File: config.mk
export PLATFORM = sky130hd
export DESIGN_NAME = rd_eye_scanner
export DESIGN_NICKNAME = d
export VERILOG_FILES = /design/src/rtl/eye_scan_pkg.sv /design/src/rtl/eye_tap_track.sv /design/src/rtl/eye_result_store.sv /design/src/rtl/eye_scan_ctrl.sv /design/src/rtl/rd_eye_scanner.sv
export SDC_FILE = /design/constraint.sdc
export NUM_CORES = 1
export LEC_CHECK = 0
export ABC_AREA = 0
export BUFFER_PORTS_ARGS = -buffer_cell sky130_fd_sc_hd__buf_2
export CAP_MARGIN = 20
export CELL_PAD_IN_SITES_DETAIL_PLACEMENT = 1
export CELL_PAD_IN_SITES_GLOBAL_PLACEMENT = 1
export CORE_MARGIN = 2
export CORE_UTILIZATION = 50
export DETAILED_ROUTE_END_ITERATION = 10
export PLACE_DENSITY_LB_ADDON = 0.1
export REMOVE_ABC_BUFFERS = 1
export SYNTH_ARGS = -nofsm -noshare
export SYNTH_HDL_FRONTEND = slang
export SYNTH_SLANG_ARGS = --single-unit
File: constraint.sdc
create_clock -name clk -period 5.18 [get_ports clk]
set_input_delay 0.518 -clock clk [delete_from_list [all_inputs] [get_ports clk]]
set_output_delay 0.518 -clock clk [all_outputs]
set_load 0.05 [all_outputs]
File: src/rtl/eye_scan_pkg.sv
package eye_scan_pkg;

  typedef enum logic [3:0] {
    ST_IDLE,
    ST_BEGIN,
    ST_LSTEP,
    ST_LWAIT,
    ST_LRET,
    ST_LGAP,
    ST_RSTEP,
    ST_RWAIT,
    ST_RRET,
    ST_RGAP,
    ST_NEXT
  } scan_state_e;

  localparam logic [1:0] PATH_READ = 2'd1;

endpackage

File: src/rtl/eye_tap_track.sv
module eye_tap_track #(
  parameter int NUM_BYTES = 8,
  parameter int TAP_COUNT = 64,
  localparam int BYTE_W = (NUM_BYTES > 1) ? $clog2(NUM_BYTES) : 1,
  localparam int TAP_W  = $clog2(TAP_COUNT)
) (
  input  logic                        clk,
  input  logic                        rst_n,
  input  logic                        step_inc,
  input  logic                        step_dec,
  input  logic [BYTE_W-1:0]           step_byte,
  input  logic [NUM_BYTES*TAP_W-1:0]  cal_taps,
  input  logic [BYTE_W-1:0]           view_byte,
  output logic [TAP_W-1:0]            view_tap
);

  localparam logic [TAP_W-1:0] TAP_MAX = TAP_W'(TAP_COUNT - 1);
  localparam logic [TAP_W:0]   ONE     = (TAP_W+1)'(1);

  logic [TAP_W-1:0] tap_all [NUM_BYTES];

  // Each byte keeps a two's complement offset from its calibrated tap.
  for (genvar g = 0; g < NUM_BYTES; g++) begin : g_byte
    logic [TAP_W:0] off_q;
    logic [TAP_W:0] off_d;
    logic [TAP_W:0] sum;
    logic           hit;

    assign hit = (step_byte == BYTE_W'(g));
    assign sum = {1'b0, cal_taps[g*TAP_W +: TAP_W]} + off_q;
    assign tap_all[g] = sum[TAP_W-1:0];

    always_comb begin
      off_d = off_q;
      if (hit && step_inc)      off_d = off_q + ONE;
      else if (hit && step_dec) off_d = off_q - ONE;
    end

    always_ff @(posedge clk or negedge rst_n) begin
      if (!rst_n) off_q <= '0;
      else        off_q <= off_d;
    end

    assert_tap_floor_R9: assert property (@(posedge clk) disable iff (!rst_n)
      (step_dec && hit) |-> (tap_all[g] != '0));
    assert_tap_ceiling_R9: assert property (@(posedge clk) disable iff (!rst_n)
      (step_inc && hit) |-> (tap_all[g] != TAP_MAX));
  end

  assign view_tap = tap_all[view_byte];

endmodule

File: src/rtl/eye_result_store.sv
module eye_result_store #(
  parameter int NUM_BYTES = 8,
  parameter int TAP_COUNT = 64,
  localparam int BYTE_W = (NUM_BYTES > 1) ? $clog2(NUM_BYTES) : 1,
  localparam int TAP_W  = $clog2(TAP_COUNT)
) (
  input  logic              clk,
  input  logic              rst_n,
  input  logic              wr_left,
  input  logic              wr_right,
  input  logic [BYTE_W-1:0] wr_byte,
  input  logic [TAP_W-1:0]  wr_val,
  input  logic [BYTE_W-1:0] rd_byte,
  output logic [TAP_W-1:0]  rd_left,
  output logic [TAP_W-1:0]  rd_right
);

  logic [TAP_W-1:0] left_q  [NUM_BYTES];
  logic [TAP_W-1:0] right_q [NUM_BYTES];

  for (genvar g = 0; g < NUM_BYTES; g++) begin : g_slot
    logic sel;
    logic [TAP_W-1:0] left_d;
    logic [TAP_W-1:0] right_d;

    assign sel = (wr_byte == BYTE_W'(g));

    always_comb begin
      left_d  = left_q[g];
      right_d = right_q[g];
      if (sel && wr_left)  left_d  = wr_val;
      if (sel && wr_right) right_d = wr_val;
    end

    always_ff @(posedge clk or negedge rst_n) begin
      if (!rst_n) begin
        left_q[g]  <= '0;
        right_q[g] <= '0;
      end else begin
        left_q[g]  <= left_d;
        right_q[g] <= right_d;
      end
    end
  end

  assign rd_left  = left_q[rd_byte];
  assign rd_right = right_q[rd_byte];

  assert_one_side_write_R12: assert property (@(posedge clk) disable iff (!rst_n)
    !(wr_left && wr_right));

endmodule

File: src/rtl/eye_scan_ctrl.sv
module eye_scan_ctrl
  import eye_scan_pkg::*;
#(
  parameter int NUM_BYTES  = 8,
  parameter int TAP_COUNT  = 64,
  parameter int SETTLE_CYC = 4,
  localparam int BYTE_W = (NUM_BYTES > 1) ? $clog2(NUM_BYTES) : 1,
  localparam int TAP_W  = $clog2(TAP_COUNT),
  localparam int SET_W  = $clog2(SETTLE_CYC + 1)
) (
  input  logic              clk,
  input  logic              rst_n,
  input  logic [1:0]        path_sel,
  input  logic              scan_go,
  input  logic              chk_err,
  input  logic              man_tap_up,
  input  logic              man_tap_dn,
  input  logic              man_byte_up,
  input  logic              man_byte_dn,
  input  logic [TAP_W-1:0]  cur_tap,
  output logic              scan_active,
  output logic [BYTE_W-1:0] cur_byte,
  output logic              tap_inc,
  output logic              tap_dec,
  output logic [BYTE_W-1:0] tap_byte,
  output logic              err_clr,
  output logic              wr_left,
  output logic              wr_right,
  output logic [TAP_W-1:0]  wr_val
);

  localparam logic [TAP_W-1:0]  TAP_MAX   = TAP_W'(TAP_COUNT - 1);
  localparam logic [BYTE_W-1:0] BYTE_LAST = BYTE_W'(NUM_BYTES - 1);
  localparam logic [SET_W-1:0]  SET_LOAD  = SET_W'(SETTLE_CYC - 1);

  scan_state_e       state_q, state_d;
  logic [BYTE_W-1:0] byte_q,  byte_d;
  logic [TAP_W-1:0]  home_q,  home_d;
  logic [TAP_W-1:0]  cnt_q,   cnt_d;
  logic [SET_W-1:0]  settle_q, settle_d;
  logic              inc_q, inc_d;
  logic              dec_q, dec_d;
  logic [BYTE_W-1:0] sbyte_q, sbyte_d;
  logic              clr_q, clr_d;
  logic              path_ok;
  logic              pend;

  assign path_ok = (path_sel == PATH_READ);
  assign pend    = inc_q | dec_q;

  always_comb begin
    state_d  = state_q;
    byte_d   = byte_q;
    home_d   = home_q;
    cnt_d    = cnt_q;
    settle_d = settle_q;
    inc_d    = 1'b0;
    dec_d    = 1'b0;
    sbyte_d  = sbyte_q;
    clr_d    = pend;
    wr_left  = 1'b0;
    wr_right = 1'b0;

    unique case (state_q)
      ST_IDLE: begin
        if (scan_go && path_ok) begin
          state_d = ST_BEGIN;
          byte_d  = '0;
        end else begin
          if (path_ok && !pend) begin
            if (man_tap_up && !man_tap_dn && cur_tap != TAP_MAX) begin
              inc_d   = 1'b1;
              sbyte_d = byte_q;
            end else if (man_tap_dn && !man_tap_up && cur_tap != '0) begin
              dec_d   = 1'b1;
              sbyte_d = byte_q;
            end
          end
          if (man_byte_up && !man_byte_dn)
            byte_d = (byte_q == BYTE_LAST) ? '0 : byte_q + 1'b1;
          else if (man_byte_dn && !man_byte_up)
            byte_d = (byte_q == '0) ? BYTE_LAST : byte_q - 1'b1;
        end
      end

      ST_BEGIN: begin
        if (!pend) begin
          home_d  = cur_tap;
          cnt_d   = '0;
          state_d = ST_LSTEP;
        end
      end

      ST_LSTEP: begin
        if (cur_tap == '0) begin
          wr_left = 1'b1;
          state_d = ST_LRET;
        end else begin
          dec_d    = 1'b1;
          sbyte_d  = byte_q;
          settle_d = SET_LOAD;
          state_d  = ST_LWAIT;
        end
      end

      ST_LWAIT: begin
        if (settle_q != '0) begin
          settle_d = settle_q - 1'b1;
        end else if (chk_err) begin
          wr_left = 1'b1;
          state_d = ST_LRET;
        end else begin
          cnt_d   = cnt_q + 1'b1;
          state_d = ST_LSTEP;
        end
      end

      ST_LRET: begin
        if (cur_tap == home_q) begin
          cnt_d   = '0;
          state_d = ST_RSTEP;
        end else begin
          inc_d   = (cur_tap < home_q);
          dec_d   = (cur_tap > home_q);
          sbyte_d = byte_q;
          state_d = ST_LGAP;
        end
      end

      ST_LGAP: state_d = ST_LRET;

      ST_RSTEP: begin
        if (cur_tap == TAP_MAX) begin
          wr_right = 1'b1;
          state_d  = ST_RRET;
        end else begin
          inc_d    = 1'b1;
          sbyte_d  = byte_q;
          settle_d = SET_LOAD;
          state_d  = ST_RWAIT;
        end
      end

      ST_RWAIT: begin
        if (settle_q != '0) begin
          settle_d = settle_q - 1'b1;
        end else if (chk_err) begin
          wr_right = 1'b1;
          state_d  = ST_RRET;
        end else begin
          cnt_d   = cnt_q + 1'b1;
          state_d = ST_RSTEP;
        end
      end

      ST_RRET: begin
        if (cur_tap == home_q) begin
          state_d = ST_NEXT;
        end else begin
          inc_d   = (cur_tap < home_q);
          dec_d   = (cur_tap > home_q);
          sbyte_d = byte_q;
          state_d = ST_RGAP;
        end
      end

      ST_RGAP: state_d = ST_RRET;

      ST_NEXT: begin
        if (byte_q == BYTE_LAST) begin
          state_d = ST_IDLE;
        end else begin
          byte_d  = byte_q + 1'b1;
          state_d = ST_BEGIN;
        end
      end

      default: state_d = ST_IDLE;
    endcase
  end

  always_ff @(posedge clk or negedge rst_n) begin
    if (!rst_n) begin
      state_q  <= ST_IDLE;
      byte_q   <= '0;
      home_q   <= '0;
      cnt_q    <= '0;
      settle_q <= '0;
      inc_q    <= 1'b0;
      dec_q    <= 1'b0;
      sbyte_q  <= '0;
      clr_q    <= 1'b0;
    end else begin
      state_q  <= state_d;
      byte_q   <= byte_d;
      home_q   <= home_d;
      cnt_q    <= cnt_d;
      settle_q <= settle_d;
      inc_q    <= inc_d;
      dec_q    <= dec_d;
      sbyte_q  <= sbyte_d;
      clr_q    <= clr_d;
    end
  end

  assign scan_active = (state_q != ST_IDLE);
  assign cur_byte    = byte_q;
  assign tap_inc     = inc_q;
  assign tap_dec     = dec_q;
  assign tap_byte    = sbyte_q;
  assign err_clr     = clr_q;
  assign wr_val      = cnt_q;

  assert_start_gate_R1: assert property (@(posedge clk) disable iff (!rst_n)
    $rose(scan_active) |-> $past(scan_go && path_sel == PATH_READ));
  assert_byte_range_R2: assert property (@(posedge clk) disable iff (!rst_n)
    cur_byte <= BYTE_LAST);
  assert_manual_path_R3: assert property (@(posedge clk) disable iff (!rst_n)
    (!scan_active && (tap_inc || tap_dec)) |-> $past(path_sel == PATH_READ));
  assert_clr_follows_R7: assert property (@(posedge clk) disable iff (!rst_n)
    (tap_inc || tap_dec) |=> err_clr);
  assert_clr_cause_R7: assert property (@(posedge clk) disable iff (!rst_n)
    err_clr |-> $past(tap_inc || tap_dec));
  assert_strobe_excl_R8: assert property (@(posedge clk) disable iff (!rst_n)
    !(tap_inc && tap_dec));
  assert_strobe_gap_R8: assert property (@(posedge clk) disable iff (!rst_n)
    (tap_inc || tap_dec) |=> !(tap_inc || tap_dec));
  assert_byte_hold_R11: assert property (@(posedge clk) disable iff (!rst_n)
    (scan_active && $past(scan_active) && $past(state_q) != ST_NEXT) |-> $stable(cur_byte));

endmodule

File: src/rtl/rd_eye_scanner.sv
module rd_eye_scanner #(
  parameter int NUM_BYTES  = 8,
  parameter int TAP_COUNT  = 64,
  parameter int SETTLE_CYC = 4,
  localparam int BYTE_W = (NUM_BYTES > 1) ? $clog2(NUM_BYTES) : 1,
  localparam int TAP_W  = $clog2(TAP_COUNT)
) (
  input  logic                       clk,
  input  logic                       rst_n,
  input  logic [1:0]                 path_sel,
  input  logic                       scan_go,
  input  logic                       chk_err,
  input  logic [NUM_BYTES*TAP_W-1:0] cal_taps,
  input  logic                       man_tap_up,
  input  logic                       man_tap_dn,
  input  logic                       man_byte_up,
  input  logic                       man_byte_dn,
  input  logic [BYTE_W-1:0]          rd_sel,
  output logic                       scan_active,
  output logic [BYTE_W-1:0]          cur_byte,
  output logic [TAP_W-1:0]           cur_tap,
  output logic                       tap_inc,
  output logic                       tap_dec,
  output logic [BYTE_W-1:0]          tap_byte,
  output logic                       err_clr,
  output logic [TAP_W-1:0]           res_left,
  output logic [TAP_W-1:0]           res_right
);

  logic             wr_left;
  logic             wr_right;
  logic [TAP_W-1:0] wr_val;

  eye_scan_ctrl #(
    .NUM_BYTES (NUM_BYTES),
    .TAP_COUNT (TAP_COUNT),
    .SETTLE_CYC(SETTLE_CYC)
  ) u_ctrl (
    .clk        (clk),
    .rst_n      (rst_n),
    .path_sel   (path_sel),
    .scan_go    (scan_go),
    .chk_err    (chk_err),
    .man_tap_up (man_tap_up),
    .man_tap_dn (man_tap_dn),
    .man_byte_up(man_byte_up),
    .man_byte_dn(man_byte_dn),
    .cur_tap    (cur_tap),
    .scan_active(scan_active),
    .cur_byte   (cur_byte),
    .tap_inc    (tap_inc),
    .tap_dec    (tap_dec),
    .tap_byte   (tap_byte),
    .err_clr    (err_clr),
    .wr_left    (wr_left),
    .wr_right   (wr_right),
    .wr_val     (wr_val)
  );

  eye_tap_track #(
    .NUM_BYTES(NUM_BYTES),
    .TAP_COUNT(TAP_COUNT)
  ) u_track (
    .clk      (clk),
    .rst_n    (rst_n),
    .step_inc (tap_inc),
    .step_dec (tap_dec),
    .step_byte(tap_byte),
    .cal_taps (cal_taps),
    .view_byte(cur_byte),
    .view_tap (cur_tap)
  );

  eye_result_store #(
    .NUM_BYTES(NUM_BYTES),
    .TAP_COUNT(TAP_COUNT)
  ) u_store (
    .clk     (clk),
    .rst_n   (rst_n),
    .wr_left (wr_left),
    .wr_right(wr_right),
    .wr_byte (cur_byte),
    .wr_val  (wr_val),
    .rd_byte (rd_sel),
    .rd_left (res_left),
    .rd_right(res_right)
  );

endmodule

## Yosys cells after proc, flatten, opt, wreduce, memory -nomap -nowiden

Cells that the tools add are included.

| storage, ports and cells | value |
|---|---|
| flip-flop bits (word level) | 180 |
| output and inout bits | 28 |

| operators by class | value |
|---|---|
| $add $sub $neg | 28 |
| order comparisons | 4 |
| eq/ne operators | 44 |
| mux-type cells | 80 |
| bitwise gates (word level) | 4 |
| reductions and logical operators | 72 |

Operators with widths:

| cell | count |
|---|---|
| $mux 7 | 16 |
| $mux 6 | 10 |
| $add 7x1->7 const B | 8 |
| $sub 7x1->7 const B | 8 |
| $bmux 6 s3 | 3 |
| $mux 3 | 18 |
| $add 6x6->6 | 8 |
| $pmux 4 s11 | 1 |
| $logic_and 1x1->1 | 40 |
| $eq 3x3->1 const B | 8 |
| $mux 4 | 6 |
| $ne 2x2->1 const B | 10 |
| $pmux 6 s3 | 1 |
| $reduce_bool 2->1 | 9 |
| $eq 4x3->1 const B | 4 |
| $mux 1 | 16 |
| $eq 3x2->1 const B | 4 |
| $eq 4x4->1 const B | 3 |
| $pmux 3 s4 | 1 |
| $pmux 3 s3 | 1 |
| $reduce_bool 3->1 | 3 |
| $eq 4x2->1 const B | 2 |
| $ge 4x4->1 const B | 2 |
| $ne 2x1->1 const B | 4 |
| other kinds (32) | 46 |

## Logic depth before layout (Yosys ltp)

Gate-level depths: netlist (run 1).

| depth | value |
|---|---|
| depth in word-level cells | 11 |
| gate-level depth with buffers | 17 |

## Cells and area by module

From an unflattened synthesis (run 1), not the netlist that was laid out.

| second synthesis, totals | value |
|---|---|
| cell total of the unflattened synthesis | 1021 |
| area total of the unflattened synthesis | 11459.7 um2 |

Modules (own cells, without submodules):

| module | times used | cells each | area an instance (um2) |
|---|---|---|---|
| eye_tap_track | 1 | 527 | 4988.5 |
| eye_result_store | 1 | 268 | 4536.9 |
| eye_scan_ctrl | 1 | 226 | 1934.4 |

## Worst setup path after synthesis (run 1)

Ideal clock, no wire load.

| path | value |
|---|---|
| kind | input to register |
| start | input port cal_taps[36] |
| end | register u_store.right_q[11] in the netlist's numbering |
| library setup time | 0.128 ns |
| data arrival time | 4.193 ns |
| data required time | 5.052 ns |
| setup slack | 0.859 ns |
| cell stages on the path | 13 |
| path buffers | 0 |
| path through | ha_1 inv_1 fa_1 nand2b_1 a21oi_1 mux2i_1 nand2_1 nor4_2 nand2_1 o41ai_4 and2_1 nand3_2 mux2_1 |

| on the way | value |
|---|---|
| word-level cells in the longest chain between the ends | 8 |

RTL lines:

| item | line | RTL |
|---|---|---|
| from (decl) | rd_eye_scanner.sv:13 | `input logic [NUM_BYTES*TAP_W-1:0] cal_taps,` |
| $add 6x6->6 | eye_tap_track.sv:30 | `assign sum = {1'b0, cal_taps[g*TAP_W +: TAP_W]} + off_q;` |
| $bmux 6 s3 | eye_tap_track.sv:50 | `assign view_tap = tap_all[view_byte];` |
| $mux 6 (not written as such) (2 in a row) | eye_tap_track.sv:50 |  |
| via cur_tap[4] | rd_eye_scanner.sv:21 | `output logic [TAP_W-1:0] cur_tap,` |
| $eq 6x6->1 | eye_scan_ctrl.sv:133 | `if (cur_tap == TAP_MAX) begin` |
| $mux 1 | eye_scan_ctrl.sv:133 |  |
| $pmux 1 s2 | eye_scan_ctrl.sv:64 | `unique case (state_q)` |
| $logic_and 1x1->1 | eye_result_store.sv:32 | `if (sel && wr_right) right_d = wr_val;` |
| to (signal, indexed assignment) | eye_result_store.sv:41 | `right_q[g] <= right_d;` |
| to (decl) | eye_result_store.sv:19 | `logic [TAP_W-1:0] right_q [NUM_BYTES];` |

The timed path passes the listed nets, and every way through them passes these cells. The select of a mux whose other input is x is not followed.
A chain may end at the register's enable or synchronous reset.

## Final worst setup path (run 1)

| path | value |
|---|---|
| start | register u_track.g_byte[0].off_q[1] |
| end | register u_ctrl.cnt_q[4], in the netlist u_ctrl.wr_val[4] |

| on the way | value |
|---|---|
| word-level cells in the longest chain between the ends | 7 |

RTL lines:

| item | line | RTL |
|---|---|---|
| from (decl) | eye_tap_track.sv:24 | `logic [TAP_W:0] off_q;` |
| from (signal assigned) | eye_tap_track.sv:40 | `if (!rst_n) off_q <= '0;` |
| from (signal assigned) | eye_tap_track.sv:41 | `else off_q <= off_d;` |
| $add 6x6->6 | eye_tap_track.sv:30 |  |
| $bmux 6 s3 | eye_tap_track.sv:50 |  |
| $mux 6 (not written as such) (2 in a row) | eye_tap_track.sv:50 |  |
| $eq 6x6->1 | eye_scan_ctrl.sv:119 | `if (cur_tap == home_q) begin` |
| $ne 2x1->1 (no line) | n/a |  |
| $reduce_and 5->1 (no line) | n/a |  |
| to (signal assigned) | eye_scan_ctrl.sv:197 | `cnt_q <= cnt_d;` |
| to (decl) | eye_scan_ctrl.sv:39 | `logic [TAP_W-1:0] cnt_q, cnt_d;` |

Every way passes these cells. The select of a mux whose other input is x is not followed.

==> flow_summary.ini, run 1 <==
[floorplan]
core_area_um2 = 22500
dieArea_um2 = 24000
ioPinCount = 89
die_w_um = 155
start_util_pct = 50.6
fp.dieH_um = 155
rows = 55

[logic_synthesis]
synth-compound-area-share_pct = 10.7
synth_xor_xnor_area_share_pct = 6.00
synth-seq-area-share_pct = 37.8
postSynthAreaPerCell_um2 = 11.0
synth_top_flop_cell = dfrtp_1
synth_area_um2 = 11400
async_flop_share_pct = 100
synth_warnings = 0
ys_ff_latch = 172
synthAdderAreaFrac_pct = 12.5
synth_edf_count = 0
synth_top_family_by_area = multiplexers
ys_types = 64
synthMuxAreaShare_pct = 18.5
syn_inst = 1034
synth-simple-area-share_pct = 11.4

[route]
wirelength_um = 29700
wl_per_cell_um = 21.2
drtAntennaViolNets = 0
drtIter0Drc = 228
drc = 0
vias = 8184
drt_first_pass_iters = 7
via_per_inst = 5.82

[pwr]
cellPowerDensity_nw_per_um2 = 576
vdd.ir_drop.worst_v = 0.000361
leakage_uw = 0.00606

[global_routing]
grt_antenna_before_repair = 0
grt_usage_pct = 26.1
grt_pass1_vias = 8896
grt_pass1_wl_um = 48400
grt_max_degree = 65
overflow = 0

[cells_and_area]
antenna_cells = 0
final_common_cell = dfrtp_1
drive_gt1_share_pct = 24.9
final_cell_mix = 172 x dfrtp_1, 96 x mux2_2, 88 x ha_1, 87 x buf_2, 75 x nand2_1
nets = 1272
n_fill_cell = 2401
syn2layout_area_growth_pct = 11.4

[placement]
hpwl_um = 21700
routabilityCongestion = 0.839
io_buffer_count = 88

[critical_path]
cp.arrival_ns = 4.46
crit_type = flop to flop
worstSetupStartpoint = u_track.g_byte[0].off_q[1]$_DFFE_PN0P_
reg2reg_depth = 17
r2r_start = u_track.g_byte[0].off_q[1]$_DFFE_PN0P_
critPathLaunchType = flop
crit_fanout = 8
crit_path_end_kind = flop
required_ns = 5.55

[sta]
tightestPinTransition_ns = 0.951
relSlewSlack_pct = 36.0
post-route-period-util_pct = 79.1
rsz0062_at_grt = no
hold_violations = 0
min_period_ns = 4.09
fin_tns_setup_ns = 0
finalSetupViolations = 0
holdWs_ns = 0.0520
slew_viol_final = 0
clock-skew-final_ns = 0.0156
fmax_ghz = 0.244

[clocking]
post_cts_resized = 0
cts_root_buffer = clkbuf_16
clkLatencyLatePin_ns = 0.45
cts_made_buffers = 17
ctsHoldBuffers = 0
cts.clk_slew.worst_paths_ns = 0.08
cts-htree-levels = 4
cts_setup_buffers = 0
clkSinkCount = 172
clock_path_buffers = 2
cts_tree = done

[job]
drv_cap = 0

[status]
outcome = completed

[min_path]
holdCritPathClass = input port to async pin
## metal layers
layer,part of all wire [%],vias up,track usage [%],wire length (um)
met1,44,4165,33.0,13000
met3,2.1,41,3.48,611
met5,0,-,0,0
met2,52,121,46.6,15400
li1,-,3857,-,-
met4,2.2,0,8.07,647
## per-stage QoR
stage | power, uW | instances | utilization (%) | cell area (um^2) | worst slack [ns]
detailed placement | 5960 | 1373 | 53.6 | 12100 | 0.950
global placement | 5830 | 1373 | 53.6 | 12100 | 1.01
finish | 7300 | 1405 | 56.3 | 12700 | 1.09
global route | 7840 | 1405 | 56.3 | 12700 | 0.711
floorplan | 4840 | 994 | - | 11200 | 0.654
CTS | 7350 | 1405 | 56.3 | 12700 | 1.06
## logic make-up after synthesis
kind of cell    count (synthesis)
buf+inv                        86
simple gates                  249
fa+ha+maj                     104
mux                           158
xor+xnor                       78
flops                         172
compound gates                187
## state kept, by name, indices dropped and copies added (netlist names)
signal and cells:
u_store.left_q 48, u_ctrl.tap_inc 1, u_store.right_q 48, u_track.g_byte.off_q 48, u_ctrl.wr_val 6, u_ctrl.cur_byte 3, u_ctrl.state_q 4, u_ctrl.home_q 6
u_ctrl.tap_byte 3, u_ctrl.settle_q 3, u_ctrl.tap_dec 1, u_ctrl.err_clr 1
## synth_stat cells, types with 4 or more instances
cell type,instances,area [um^2]
fa_1,16,320
o21ai_0,55,275
mux4_2,30,676
a21o_1,32,240
nor2_2,4,25.0
or2_2,4,25.0
nor2_1,52,195
mux2_1,23,259
ha_1,88,1100
buf_2,8,40.0
nand3_1,18,90.1
nand3b_1,4,30.0
a21oi_1,42,210
nor3b_1,11,82.6
a211oi_1,6,45.0
nand2_1,75,282
o21a_1,5,37.5
nand2b_1,12,75.1
buf_1,5,18.8
clkbuf_1,24,90.1
a211oi_2,5,62.6
dfrtp_1,172,4300
and3_1,9,56.3
o32ai_1,4,35.0
nor2b_1,17,106
mux2_2,96,1080
nand4_1,8,50.1
mux2i_1,9,90.1
xnor2_1,52,455
o22ai_1,8,50.1
nor4_1,4,25.0
o21bai_1,8,60.1
nor3_1,10,50.1
xor2_1,26,228
inv_1,44,165
and2_1,5,31.3
## power by group
group	switching [uW]	internal [uW]	leakage (uW)	total [uW]
Clock	652	698	0.000298	1350
Sequential	446	1600	0.00230	2050
Combinational	2300	1610	0.00346	3900
## layout make-up
type	count	area, um^2	share of cell area, %
inverter	46	173	1.36
sequential	172	4300	33.9
timing repair buffer	94	492	3.88
tap	285	357	2.81
clock inverter	15	196	1.55
clock buffer	17	425	3.36
multi-input combinational	776	6730	53.1
## worst paths after layout
path / end / slack [ns]
min in group clk: u_store.left_q[31]$_DFFE_PN0P_ / 0.49
worst max register to register: u_ctrl.wr_val[4]$_DFFE_PN0P_ / 1.09
worst max-delay path: u_ctrl.wr_val[4]$_DFFE_PN0P_ / 1.09
worst min-delay path: u_store.right_q[1]$_DFFE_PN0P_ / 0.05
worst min register to register: u_store.left_q[31]$_DFFE_PN0P_ / 0.49
max in group asynchronous: u_track.g_byte[1].off_q[5]$_DFFE_PN0P_ / 3.91
## worst max-delay path, cell delays in order, from the launching register on
cell      delay, ns
dfrtp_1        0.45
ha_1           0.31
a211oi_2       0.07
nor3b_1        0.30
o22ai_1        0.16
xnor2_1        0.28
o32ai_1        0.18
nor4_4         0.47
inv_1          0.14
ha_1           0.34
nand2_1        0.09
nor2_1         0.22
a32oi_1        0.18
nor2_1         0.19
nand2_1        0.18
nor3_1         0.23
a21oi_1        0.06
o21ai_0        0.15
No activity file was read; power rests on OpenSTA's default activity.
==> run 2, diff against run 1 <==
- CORE_UTILIZATION: 50 -> 49
- clock period: 5.18 -> 4.1 ns (I/O delays scaled with it)
==> flow_summary.ini, run 2 (same netlist as run 1, synthesis figures left out) <==
[cells_and_area]
register_area_um2 = 4310
drive_gt1_share_pct = 27.1
reg.largest.list = u_store.left_q: 48 flops, u_store.right_q: 48 flops, u_track.g_byte.off_q: 48 flops
antenna_cells = 0
final_cell_mix = 169 x dfrtp_1, 96 x mux2_2, 88 x ha_1, 87 x buf_2, 75 x nand2_1
postLayoutCoreUtil_pct = 56.6
nets = 1290
final_common_cell = dfrtp_1
final_cell_area_um2 = 12900
n_fill_cell = 2417
multi_input_area_um2 = 6790
syn2layout_area_growth_pct = 13.0

[sta]
fmax_ghz = 0.259
finalSetupViolations = 0
post-route-period-util_pct = 94.2
relSlewSlack_pct = 38.9
rsz0062_at_grt = yes
min_period_ns = 3.86
hold_violations = 0
clock-skew-final_ns = 0.0221
tightestPinTransition_ns = 0.916
layout_setup_ws_ns = 0.238
slew_viol_final = 0
fin_tns_setup_ns = 0

[route]
via_per_inst = 5.80
drc = 0
drt_first_pass_iters = 4
drtIter0Drc = 322
wirelength_um = 30200
drtAntennaViolNets = 0
wl_per_cell_um = 21.2
vias = 8260

[critical_path]
reg2reg_depth = 14
crit_path_end_kind = flop
crit_type = flop to flop
critPathLaunchType = flop
crit_fanout = 6
cp.arrival_ns = 4.17
required_ns = 4.40

[clocking]
cts-htree-levels = 4
cts_root_buffer = clkbuf_16
clock_path_buffers = 2
cts.clk_slew.worst_paths_ns = 0.08
cts_tree = done
cts_made_buffers = 17
clkLatencyLatePin_ns = 0.44
clkSinkCount = 172

[placement]
placed_cell_area_um2 = 12200
io_buffer_count = 88
dp_slack_ns = -0.0359
hpwl_um = 21600
routabilityCongestion = 0.873

[floorplan]
die_w_um = 156
core_area_um2 = 22700
start_util_pct = 50.1
ioPinCount = 89
fp.dieH_um = 156
dieArea_um2 = 24500
rows = 55

[job]
drv_cap = 0

[pwr]
leakage_uw = 0.00615
power_uw = 9430
cellPowerDensity_nw_per_um2 = 733
vdd.ir_drop.worst_v = 0.000533

[global_routing]
grt_usage_pct = 25.9
overflow = 0
grt_pass1_vias = 9054
grt_pass1_wl_um = 49000
grt_max_degree = 93
grt_antenna_before_repair = 0

[min_path]
holdCritPathClass = input port to async pin

[status]
outcome = completed
==> run 2: cell types whose count changed in the layout (fill, tap and decap cells not counted), moves of 2 or more <==
cell / previous run / this run
buf_4: 6 / 22
dfrtp_2: 0 / 3
nand3_2: 3 / 0
dfrtp_1: 172 / 169
and3_1: 9 / 7
nand3_4: 0 / 3
and3_2: 0 / 2
==> run 2: cell type report <==
class	count	area share, %
Sequential cell	172	33.5
Timing Repair Buffer	112	4.95
Inverter	46	1.34
Clock buffer	17	3.31
Tap cell	285	2.77
Clock inverter	15	1.34
Multi-Input combinational cell	776	52.8
==> run 2: what timing repair did <==
action | in CTS | in global routing
endpoints found under the setup margin | 52 | 58
hold buffers | 0 | 0
gates resized for setup | 1 | 15
setup buffers | 0 | 6
pin swaps | 0 | 4
gates cloned | 0 | 0
==> run 2: where the power goes <==
group | internal [uW] | total (uW) | switching [uW]
clock | 822 | 1650 | 831
combinational | 2180 | 5240 | 3070
sequential | 2030 | 2530 | 505
total | 5020 | 9430 | 4400
==> run 2: metrics by stage <==
stage / hold slack (ns) / cells
final: 0.0656 / 1423
after global routing: 0.131 / 1423
after CTS: 0.102 / 1416
after detailed placement: 0.475 / 1384
after global placement: 0.463 / 1384
after floorplan: 0.114 / 994
==> run 2: final timing paths <==
check | start | slack [ns] | to
setup reg to reg | u_track.g_byte[5].off_q[0]$_DFFE_PN0P_ | 0.24 | u_store.right_q[0]$_DFFE_PN0P_
hold reg to reg | u_store.left_q[2]$_DFFE_PN0P_ | 0.49 | u_store.left_q[2]$_DFFE_PN0P_
setup / recovery | u_track.g_byte[5].off_q[0]$_DFFE_PN0P_ | 0.24 | u_store.right_q[0]$_DFFE_PN0P_
max in group asynchronous | rst_n | 3.06 | u_track.g_byte[4].off_q[0]$_DFFE_PN0P_
min in group clk | man_tap_dn | 0.37 | u_ctrl.tap_dec$_DFF_PN0_
hold / removal | rst_n | 0.07 | u_store.right_q[20]$_DFFE_PN0P_
==> run 2: critical path, stage by stage, from the launching register on <==
cell and delay [ns]:
dfrtp_2 0.42, ha_1 0.20, inv_1 0.07, fa_1 0.43, nand2b_1 0.16, a21oi_1 0.17
mux2i_1 0.21, nand2_1 0.13, nor4_4 0.41, buf_4 0.18, nand2_1 0.11, o41ai_4 0.36
buf_4 0.19, and3_2 0.31, mux2_2 0.37
==> run 2: metal layers <==
layer	part of all wire [%]	track usage (%)	up-vias
li1	-	-	3900
met1	44	31.9	4189
met2	51	46.4	123
met3	2.1	3.18	48
met4	3.1	9.70	0
met5	0	0	-
